<file path="src/rtl/cal_alarm_pkg.sv">
package cal_alarm_pkg;
  localparam int unsigned FIELD_W = 7;
  localparam int unsigned DAY_W   = 6;
  localparam int unsigned WDAY_W  = 3;
  localparam int unsigned SS_W    = 16;
  localparam int unsigned SS_CW   = $clog2(SS_W);
  localparam int unsigned N_TIME  = 3;

  typedef struct packed {
    logic             day_msk;
    logic             wd_sel;
    logic [DAY_W-1:0] day;
    logic             hr_msk;
    logic             pm;
    logic [5:0]       hour;
    logic             min_msk;
    logic [6:0]       min;
    logic             sec_msk;
    logic [6:0]       sec;
  } alarm_word_t;
endpackage

</file>
<file path="src/rtl/alm_field_cmp.sv">
module alm_field_cmp #(
  parameter int unsigned W = 7
) (
  input  logic [W-1:0] ref_i,
  input  logic [W-1:0] cur_i,
  input  logic         msk_i,
  output logic         hit_o
);
  assign hit_o = msk_i | (ref_i == cur_i);
endmodule

</file>
<file path="src/rtl/alm_day_cmp.sv">
module alm_day_cmp #(
  parameter int unsigned DW  = 6,
  parameter int unsigned WDW = 3
) (
  input  logic [DW-1:0]  ref_i,
  input  logic           wd_sel_i,
  input  logic           msk_i,
  input  logic [DW-1:0]  date_i,
  input  logic [WDW-1:0] wday_i,
  output logic           hit_o
);
  localparam int unsigned UW = 4;
  logic date_eq, wday_eq;
  assign date_eq = (ref_i == date_i);
  assign wday_eq = (ref_i[UW-1:0] == UW'(wday_i));
  assign hit_o   = msk_i | (wd_sel_i ? wday_eq : date_eq);
endmodule

</file>
<file path="src/rtl/alm_ss_cmp.sv">
module alm_ss_cmp #(
  parameter int unsigned SSW = 16,
  parameter int unsigned CW  = $clog2(SSW)
) (
  input  logic [SSW-2:0] ref_i,
  input  logic [CW-1:0]  cnt_i,
  input  logic [SSW-1:0] cur_i,
  output logic           hit_o
);
  logic [SSW-2:0] bit_ok;
  // overflow bit SSW-1 is deliberately absent
  for (genvar i = 0; i < SSW - 1; i++) begin : g_bit
    assign bit_ok[i] = (i >= int'(cnt_i)) | (ref_i[i] == cur_i[i]);
  end
  assign hit_o = &bit_ok;
endmodule

</file>
<file path="src/rtl/alm_flag_ctl.sv">
module alm_flag_ctl (
  input  logic clk_i,
  input  logic rst_ni,
  input  logic hit_i,
  input  logic clr_i,
  input  logic init_mode_i,
  input  logic alarm_en_i,
  input  logic irq_en_i,
  output logic flag_o,
  output logic wr_ok_o,
  output logic irq_o
);
  logic hit_q, flag_q, wr_ok_q;
  logic hit_rise;

  assign hit_rise = hit_i & ~hit_q;

  always_ff @(posedge clk_i or negedge rst_ni) begin
    if (!rst_ni) begin
      hit_q   <= 1'b0;
      flag_q  <= 1'b0;
      wr_ok_q <= 1'b0;
    end else begin
      hit_q <= hit_i;
      if (hit_rise)   flag_q <= 1'b1;  // new event beats clear
      else if (clr_i) flag_q <= 1'b0;
      wr_ok_q <= ~init_mode_i & ~alarm_en_i;
    end
  end

  assign flag_o  = flag_q;
  assign wr_ok_o = wr_ok_q;
  assign irq_o   = flag_q & irq_en_i;
endmodule

</file>
<file path="src/rtl/cal_alarm_cmp.sv">
module cal_alarm_cmp
  import cal_alarm_pkg::*;
(
  input  logic              clk_i,
  input  logic              rst_ni,
  input  logic              init_mode_i,
  input  logic              alarm_en_i,
  input  logic              irq_en_i,
  input  logic              alarm_clr_i,
  input  logic [31:0]       alarm_word_i,
  input  logic [SS_W-2:0]   ss_alarm_i,
  input  logic [SS_CW-1:0]  ss_mask_cnt_i,
  input  logic [6:0]        cal_sec_i,
  input  logic [6:0]        cal_min_i,
  input  logic [5:0]        cal_hour_i,
  input  logic              cal_pm_i,
  input  logic [DAY_W-1:0]  cal_date_i,
  input  logic [WDAY_W-1:0] cal_wday_i,
  input  logic [SS_W-1:0]   cal_ss_i,
  output logic              alarm_flag_o,
  output logic              wr_ok_o,
  output logic              irq_o
);
  alarm_word_t aw;
  assign aw = alarm_word_t'(alarm_word_i);

  logic [FIELD_W-1:0] f_ref [N_TIME];
  logic [FIELD_W-1:0] f_cur [N_TIME];
  logic [N_TIME-1:0]  f_msk;
  logic [N_TIME-1:0]  f_hit;
  logic day_hit, ss_hit_w, hit_w;

  assign f_ref[0] = aw.sec;
  assign f_ref[1] = aw.min;
  assign f_ref[2] = {aw.pm, aw.hour};
  assign f_cur[0] = cal_sec_i;
  assign f_cur[1] = cal_min_i;
  assign f_cur[2] = {cal_pm_i, cal_hour_i};
  assign f_msk    = {aw.hr_msk, aw.min_msk, aw.sec_msk};

  for (genvar k = 0; k < N_TIME; k++) begin : g_time
    alm_field_cmp #(.W(FIELD_W)) u_cmp (
      .ref_i (f_ref[k]),
      .cur_i (f_cur[k]),
      .msk_i (f_msk[k]),
      .hit_o (f_hit[k])
    );
  end

  alm_day_cmp #(.DW(DAY_W), .WDW(WDAY_W)) u_day (
    .ref_i    (aw.day),
    .wd_sel_i (aw.wd_sel),
    .msk_i    (aw.day_msk),
    .date_i   (cal_date_i),
    .wday_i   (cal_wday_i),
    .hit_o    (day_hit)
  );

  alm_ss_cmp #(.SSW(SS_W), .CW(SS_CW)) u_ss (
    .ref_i (ss_alarm_i),
    .cnt_i (ss_mask_cnt_i),
    .cur_i (cal_ss_i),
    .hit_o (ss_hit_w)
  );

  assign hit_w = alarm_en_i & (&f_hit) & day_hit & ss_hit_w;

  alm_flag_ctl u_flag (
    .clk_i       (clk_i),
    .rst_ni      (rst_ni),
    .hit_i       (hit_w),
    .clr_i       (alarm_clr_i),
    .init_mode_i (init_mode_i),
    .alarm_en_i  (alarm_en_i),
    .irq_en_i    (irq_en_i),
    .flag_o      (alarm_flag_o),
    .wr_ok_o     (wr_ok_o),
    .irq_o       (irq_o)
  );
endmodule

</file>
<file path="config.mk">
export PLATFORM = sky130hd
export DESIGN_NAME = cal_alarm_cmp
export DESIGN_NICKNAME = d
export VERILOG_FILES = /design/src/rtl/cal_alarm_pkg.sv /design/src/rtl/alm_field_cmp.sv /design/src/rtl/alm_day_cmp.sv /design/src/rtl/alm_ss_cmp.sv /design/src/rtl/alm_flag_ctl.sv /design/src/rtl/cal_alarm_cmp.sv
export SDC_FILE = /design/constraint.sdc
export NUM_CORES = 1
export LEC_CHECK = 0
export CAP_MARGIN = 10
export CELL_PAD_IN_SITES_DETAIL_PLACEMENT = 1
export CELL_PAD_IN_SITES_GLOBAL_PLACEMENT = 2
export CORE_MARGIN = 1.5
export CORE_UTILIZATION = 11
export DETAILED_ROUTE_END_ITERATION = 6
export HOLD_SLACK_MARGIN = 0.1
export PLACE_DENSITY = 0.95
export SLEW_MARGIN = 5
export SYNTH_ARGS = -nofsm -noshare
export SYNTH_HDL_FRONTEND = slang
export SYNTH_SLANG_ARGS = --single-unit
</file>
<file path="constraint.sdc">
create_clock -name clk_i -period 1.8 [get_ports clk_i]
set_input_delay 0.54 -clock clk_i [delete_from_list [all_inputs] [get_ports clk_i]]
set_output_delay 0.54 -clock clk_i [all_outputs]
set_load 0.01 [all_outputs]
</file>
==> out/results.ini, run 1 <==
[status]
status = complete, but fails checks
failed_checks = setup timing

[logic_synthesis]
ys_warn_count = 0
syn-num-nets = 190
ys_seq_elements = 3
synth_top_cell_by_area = xor2_1
synth.area.top_cells = xor2_1 39%, xnor2_1 14%, dfrtp_1 10%
synthMuxAreaShare = 0
ys_types = 23
avgSynthCellArea_sq_um = 8.44
synth_area_sq_um = 734
ys_seq_area_frac = 0.102
synth_top_family_by_area = XOR/XNOR gates
syn_inst = 87
yosys.area_share.simple = 0.124
synth_top_area_frac = 0.394
synth_compound_area_frac = 0.221
synth_fa_ha_area_frac = 0
synthXorXnorAreaFrac = 0.537

[timing]
final_max_slew_viol_count = 0
whs_ns = 0.517
fin_skew_ns = 0.00492
report.final.setup_viol = 2
hold_violations = 0
slew_headroom = 0.736
period_needed_ns = 1.89
fin_ws_ns = -0.0904
period_share = 1.05
worst_slew_pin_slew_ns = 0.396
fin_setup_tns_ns = -0.127
rsz0062_at_grt = yes
fmax_mhz = 529

[pwr]
ir_drop_mv = 0.116
seqPwrFrac = 0.102
power_frac_clock = 0.292
p_switching_uw = 209
switching_share = 0.306
pwr-share-comb = 0.606
power_density_nw_per_um2 = 321
intPower_uw = 474
p_leak_uw = 0.00104
p_total_uw = 683

[floorplan]
die-width_microns = 84.7
ios = 106
core_sq_um = 6390
rows = 29
die_area_sq_um = 7180
die_h_microns = 84.7
start_util = 0.115

[setup_path]
regToRegStartpoint = u_flag.hit_q$_DFF_PN0_
crit_type = in2reg
critPathLaunch = ss_alarm_i[4]
timing.rr.end = u_flag.flag_o$_DFFE_PN0P_
start_kind = input pin
cp.required_ns = 1.91
end_kind = flip-flop
r2r_cells = 1
arrival_ns = 2.00
cp_max_fo = 3
rrSetupSlack_ns = 1.00

[layout]
nets = 304
seq_area_sq_um = 75.1
layout-drive-gt1-share = 0.335
n_fill_cell = 737
diodes = 0
area_growth_pct = 190
multiInputGateArea_sq_um = 877

[place]
numPortBuffers = 104
dp_hpwl_mm = 3.19
gp_congestion = 0.645

[clock_network]
cts_inserted_buffers = 3
htreeDepth = 1
clkTransAtPathRegs_ns = 0.04
cts.sink_count = 3
clock-root-buffer = clkbuf_8
clockBufferDepth = 2
clk_latency_ns = 0.22
cts_tree = yes
hold_buffers = 0

[detailed_routing]
drc = 0
routedWlPerCell_microns = 13.3
ant_nets = 0
drtIter0Drc = 5
detail_route.wirelength_mm = 3.69
vias_per_cell = 3.93
route.vias.total = 1088
dr.pass1.iters = 2

[grt]
grt.overflow.total = 0
antenna_found_initial = 0
grt_pass1_wl_mm = 5.60
first_global_vias = 1260
grt_max_degree = 9
grt_usage = 0.0982

[run]
maxCapViolations = 0

[worst_hold_path]
hold_path_class = in2async

power groups by stage:
stage	registers, uW	clock network [uW]	logic [uW]
6_report	69.5	199	414
5_1_grt	69.6	215	448
4_1_cts	69.5	206	404
3_5_place_dp	70.3	0	398
3_3_place_gp	70.3	0	391
2_1_floorplan	71.0	0	115
critical path, cell delays in order:
cell,delay [ns]
buf_8,0.10
xor2_4,0.19
a2111oi_4,0.35
a211oi_2,0.08
or4_4,0.51
o41ai_4,0.22
cells in the final DEF, fill, tap and decap left out, types with 2 or more instances in the layout:
cell type,Yosys,layout
buf_2,0,19
buf_6,0,6
dfrtp_1,3,3
nor3_1,3,2
clkdlybuf4s50_1,0,30
xor2_1,33,24
xnor2_1,12,11
nor2_1,3,3
clkbuf_8,0,3
o41ai_4,0,2
a41oi_1,2,2
a21oi_1,2,2
buf_4,0,7
xor2_2,0,8
o21ai_0,2,2
clkdlybuf4s15_1,0,6
dlymetal6s2s_1,0,22
clkbuf_2,0,3
nor4_2,0,3
a211oi_2,0,6
dlygate4sd2_1,0,17
layout make-up:
cell class	instances	area share
Tap cell	77	0.0453
Timing Repair Buffer	111	0.484
Inverter	1	0.00176
Multi-Input combinational cell	81	0.412
Sequential cell	3	0.0353
Clock buffer	4	0.0212
stage by stage:
| step | utilization | setup slack (ns) | std cells | instance area [sq um] |
|---|---|---|---|---|
| floorplan | - | -0.137 | 87 | 751 |
| detailed placement | 0.300 | -0.752 | 271 | 1910 |
| finish | 0.333 | -0.0904 | 277 | 2130 |
| global placement | 0.300 | -0.747 | 271 | 1910 |
| CTS | 0.311 | -0.257 | 276 | 1980 |
| global route | 0.333 | -0.141 | 277 | 2130 |
cell usage after synthesis:
cell type  number
nor4_1          5
a41o_1          1
o41ai_1         1
nand2_1         1
a2111oi_2       1
a41oi_1         2
xor2_1         33
xnor2_1        12
a211oi_1        6
o21ai_0         2
or4_4           1
nand2b_1        2
inv_1           1
a21oi_1         2
o41ai_2         1
nor3_1          3
o2111ai_1       1
clkbuf_1        2
and2_1          1
o31a_1          1
dfrtp_1         3
nor2_1          3
o22ai_1         2
what timing repair did:
| action | in CTS | in global routing |
|---|---|---|
| gates cloned | 0 | 0 |
| endpoints found under the setup margin | 3 | 2 |
| setup buffers | 2 | 1 |
| resized for setup | 157 | 40 |
| pin swaps | 41 | 22 |
cells by family after synthesis:
group	count (synthesis)
compound gates	20
xor+xnor	45
buf+inv	3
simple gates	16
flops	3
worst max-delay path by stage:
stage / endpoint / depth (start not counted)
global placement: u_flag.flag_o$_DFFE_PN0P_ / 6
detailed placement: u_flag.flag_o$_DFFE_PN0P_ / 6
global route: u_flag.flag_o$_DFFE_PN0P_ / 6
floorplan: u_flag.flag_o$_DFFE_PN0P_ / 5
CTS: u_flag.flag_o$_DFFE_PN0P_ / 6
finish: u_flag.flag_o$_DFFE_PN0P_ / 6
layer usage:
layer | GRT usage | vias to the layer above | share of wire | wire (microns)
li1 | - | 532 | - | -
met1 | 0.0957 | 491 | 0.32 | 1200
met2 | 0.196 | 63 | 0.57 | 2110
met3 | 0.0285 | 2 | 0.096 | 355
met4 | 0.0308 | 0 | 0.0073 | 27
met5 | 0 | - | 0 | 0
sequential cells by signal (all words and copies together) (netlist names):
signal / count
u_flag.flag_o: 1
u_flag.hit_q: 1
u_flag.wr_ok_o: 1
Power figures use the tool's default switching activity.
==> run 2, diff against run 1 <==
--- a/config.mk
+++ b/config.mk
@@ -5,10 +5,10 @@
 export SDC_FILE = /design/constraint.sdc
 export NUM_CORES = 1
 export LEC_CHECK = 0
+export ABC_CLOCK_PERIOD_IN_PS = 1800
 export CAP_MARGIN = 10
 export CELL_PAD_IN_SITES_DETAIL_PLACEMENT = 1
 export CELL_PAD_IN_SITES_GLOBAL_PLACEMENT = 2
-export CORE_MARGIN = 1.5
 export CORE_UTILIZATION = 11
 export DETAILED_ROUTE_END_ITERATION = 6
 export HOLD_SLACK_MARGIN = 0.1
==> run 2 against run 1 <==
Compared with the run above:
- the flow still finishes with violations (setup timing)
- highest routed layer unchanged
- die area down 2.3%
- critical path depth is the same
- first-iteration DRC count grew 60%
- largest power group unchanged
- critical path type unchanged
- setup slack worse by 0.048 ns
- register-to-register slack better by 0.02 ns
- total power is essentially flat
- cell area shrank 2.2%
- via count rose by 4.0%
- combinational power fell by 1%
- clock skew shrank 0.0031 ns
==> out/results.ini, run 2 (synthesis results as in run 1) <==
[status]
status = complete, but fails checks
failed_checks = setup timing

[detailed_routing]
detail_route.wirelength_mm = 3.75
drtIter0Drc = 8
vias_per_cell = 4.08
dr.pass1.iters = 4
ant_nets = 0
routedWlPerCell_microns = 13.5
drc = 0
route.vias.total = 1131

[setup_path]
rrSetupSlack_ns = 1.02
arrival_ns = 2.06
timing.rr.end = u_flag.flag_o$_DFFE_PN0P_
cp_top_family = simple AND/OR/NAND/NOR gates
cp_slowest_cell = or4_4
r2r_cells = 1
cp_max_fo = 2
crit_type = in2reg
crit_buf_inv = 1
cp.required_ns = 1.92
critPathMaxStageDelay_ns = 0.55
end_kind = flip-flop
crit_chain = buf_6, xor2_1, nor4_2, a41oi_2, or4_4, o41ai_2
start_kind = input pin
regToRegStartpoint = u_flag.hit_q$_DFF_PN0_

[grt]
grt.overflow.total = 0
grt_pass1_wl_mm = 5.89
grt_usage = 0.106
antenna_found_initial = 0
grt_max_degree = 8
first_global_vias = 1299

[layout]
final_util = 0.326
diodes = 0
n_fill_cell = 754
final_cell_mix = 32 x clkdlybuf4s50_1, 25 x xor2_1, 23 x dlygate4sd2_1, 16 x buf_2, 13 x dlymetal6s2s_1
final_common_cell = clkdlybuf4s50_1
nets = 304
fin_cells = 277
area_growth_pct = 183
layout-drive-gt1-share = 0.340

[timing]
period_needed_ns = 1.94
fin_skew_ns = 0.00182
final_max_slew_viol_count = 0
report.final.setup_viol = 1
period_share = 1.08
whs_ns = 0.446
fin_ws_ns = -0.138
hold_violations = 0
worst_slew_pin_slew_ns = 0.344
fmax_mhz = 516
rsz0062_at_grt = yes
slew_headroom = 0.770

[pwr]
power_frac_clock = 0.299
pwr-share-comb = 0.599
seqPwrFrac = 0.102
ir_drop_mv = 0.122
intPower_uw = 470
power_density_nw_per_um2 = 328
p_switching_uw = 213
switching_share = 0.312
p_leak_uw = 0.000950

[worst_hold_path]
worstHoldStart = u_flag.hit_q$_DFF_PN0_
min_path_cells = 1
holdPathEnd = u_flag.flag_o$_DFFE_PN0P_
hold_path_class = reg2reg

[floorplan]
ios = 106
rows = 29
die_area_sq_um = 7010
start_util = 0.115
die_h_microns = 83.7
die-width_microns = 83.7
core_sq_um = 6390

[clock_network]
clockBufferDepth = 2
cts_setup_buffers = 0
cts.sink_count = 3
hold_buffers = 0
clock-root-buffer = clkbuf_8
clkTransAtPathRegs_ns = 0.03
cts_tree = yes
cts_inserted_buffers = 3
htreeDepth = 1
clk_latency_ns = 0.22

[place]
dp.cells = 273
dp_hpwl_mm = 3.20
gp_congestion = 0.693
numPortBuffers = 104

[run]
maxCapViolations = 0

run 2: cell types whose count changed in the layout (fill, tap and decap cells not counted), sizes merged:
cell / delta
clkdlybuf4s15: +3
dlygate4sd2: +6
clkdlybuf4s50: +2
clkbuf: +1
buf: -3
dlymetal6s2s: -9
run 2: metal layers:
| metal | up-vias | share of wire | wire length (microns) | track usage |
|---|---|---|---|---|
| li1 | 535 | - | - | - |
| met1 | 518 | 0.30 | 1110 | 0.0933 |
| met2 | 76 | 0.58 | 2190 | 0.222 |
| met3 | 2 | 0.11 | 423 | 0.0317 |
| met4 | 0 | 0.0051 | 19 | 0.0324 |
| met5 | - | 0 | 0 | 0 |
run 2: stage by stage:
step           worst slack (ns)  TNS, ns  total power, uW  area (sq um)
6_report                 -0.138   -0.138              682          2080
3_5_place_dp             -0.711    -1.70              473          1930
3_3_place_gp             -0.711    -1.66              467          1930
5_1_grt                  -0.222   -0.295              725          2080
4_1_cts                  -0.184   -0.184              675          1980
2_1_floorplan            -0.137   -0.158              186           751
run 2: worst max-delay path by stage:
stage / startpoint / endpoint / slack [ns] / depth (start not counted)
6_report: cal_min_i[5] / u_flag.flag_o$_DFFE_PN0P_ / -0.14 / 6
3_3_place_gp: cal_min_i[1] / u_flag.flag_o$_DFFE_PN0P_ / -0.71 / 6
3_5_place_dp: alarm_word_i[26] / u_flag.flag_o$_DFFE_PN0P_ / -0.71 / 6
4_1_cts: alarm_word_i[4] / u_flag.flag_o$_DFFE_PN0P_ / -0.18 / 6
5_1_grt: cal_min_i[5] / u_flag.flag_o$_DFFE_PN0P_ / -0.22 / 6
2_1_floorplan: cal_min_i[1] / u_flag.flag_o$_DFFE_PN0P_ / -0.14 / 5
run 2: cell type report:
| cell class | instances | area (sq um) | area share |
|---|---|---|---|
| Multi-Input combinational cell | 81 | 856 | 0.412 |
| Clock buffer | 4 | 45.0 | 0.0217 |
| Tap cell | 77 | 96.3 | 0.0463 |
| Sequential cell | 3 | 75.1 | 0.0361 |
| Timing Repair Buffer | 111 | 1000 | 0.483 |
| Inverter | 1 | 3.75 | 0.00181 |
run 2: timing repair:
action,4_1_cts,5_1_grt
gates resized for setup,156,33
pin swaps,44,18
setup endpoints to repair,3,2
run 2: power groups by stage:
| stage | Clock, uW | Sequential (uW) | Combinational (uW) |
|---|---|---|---|
| final | 204 | 69.5 | 409 |
| after global routing | 212 | 69.6 | 443 |
| after CTS | 211 | 69.5 | 394 |
| after detailed placement | 0 | 70.3 | 402 |
| after global placement | 0 | 70.3 | 396 |
| after floorplan | 0 | 71.0 | 115 |
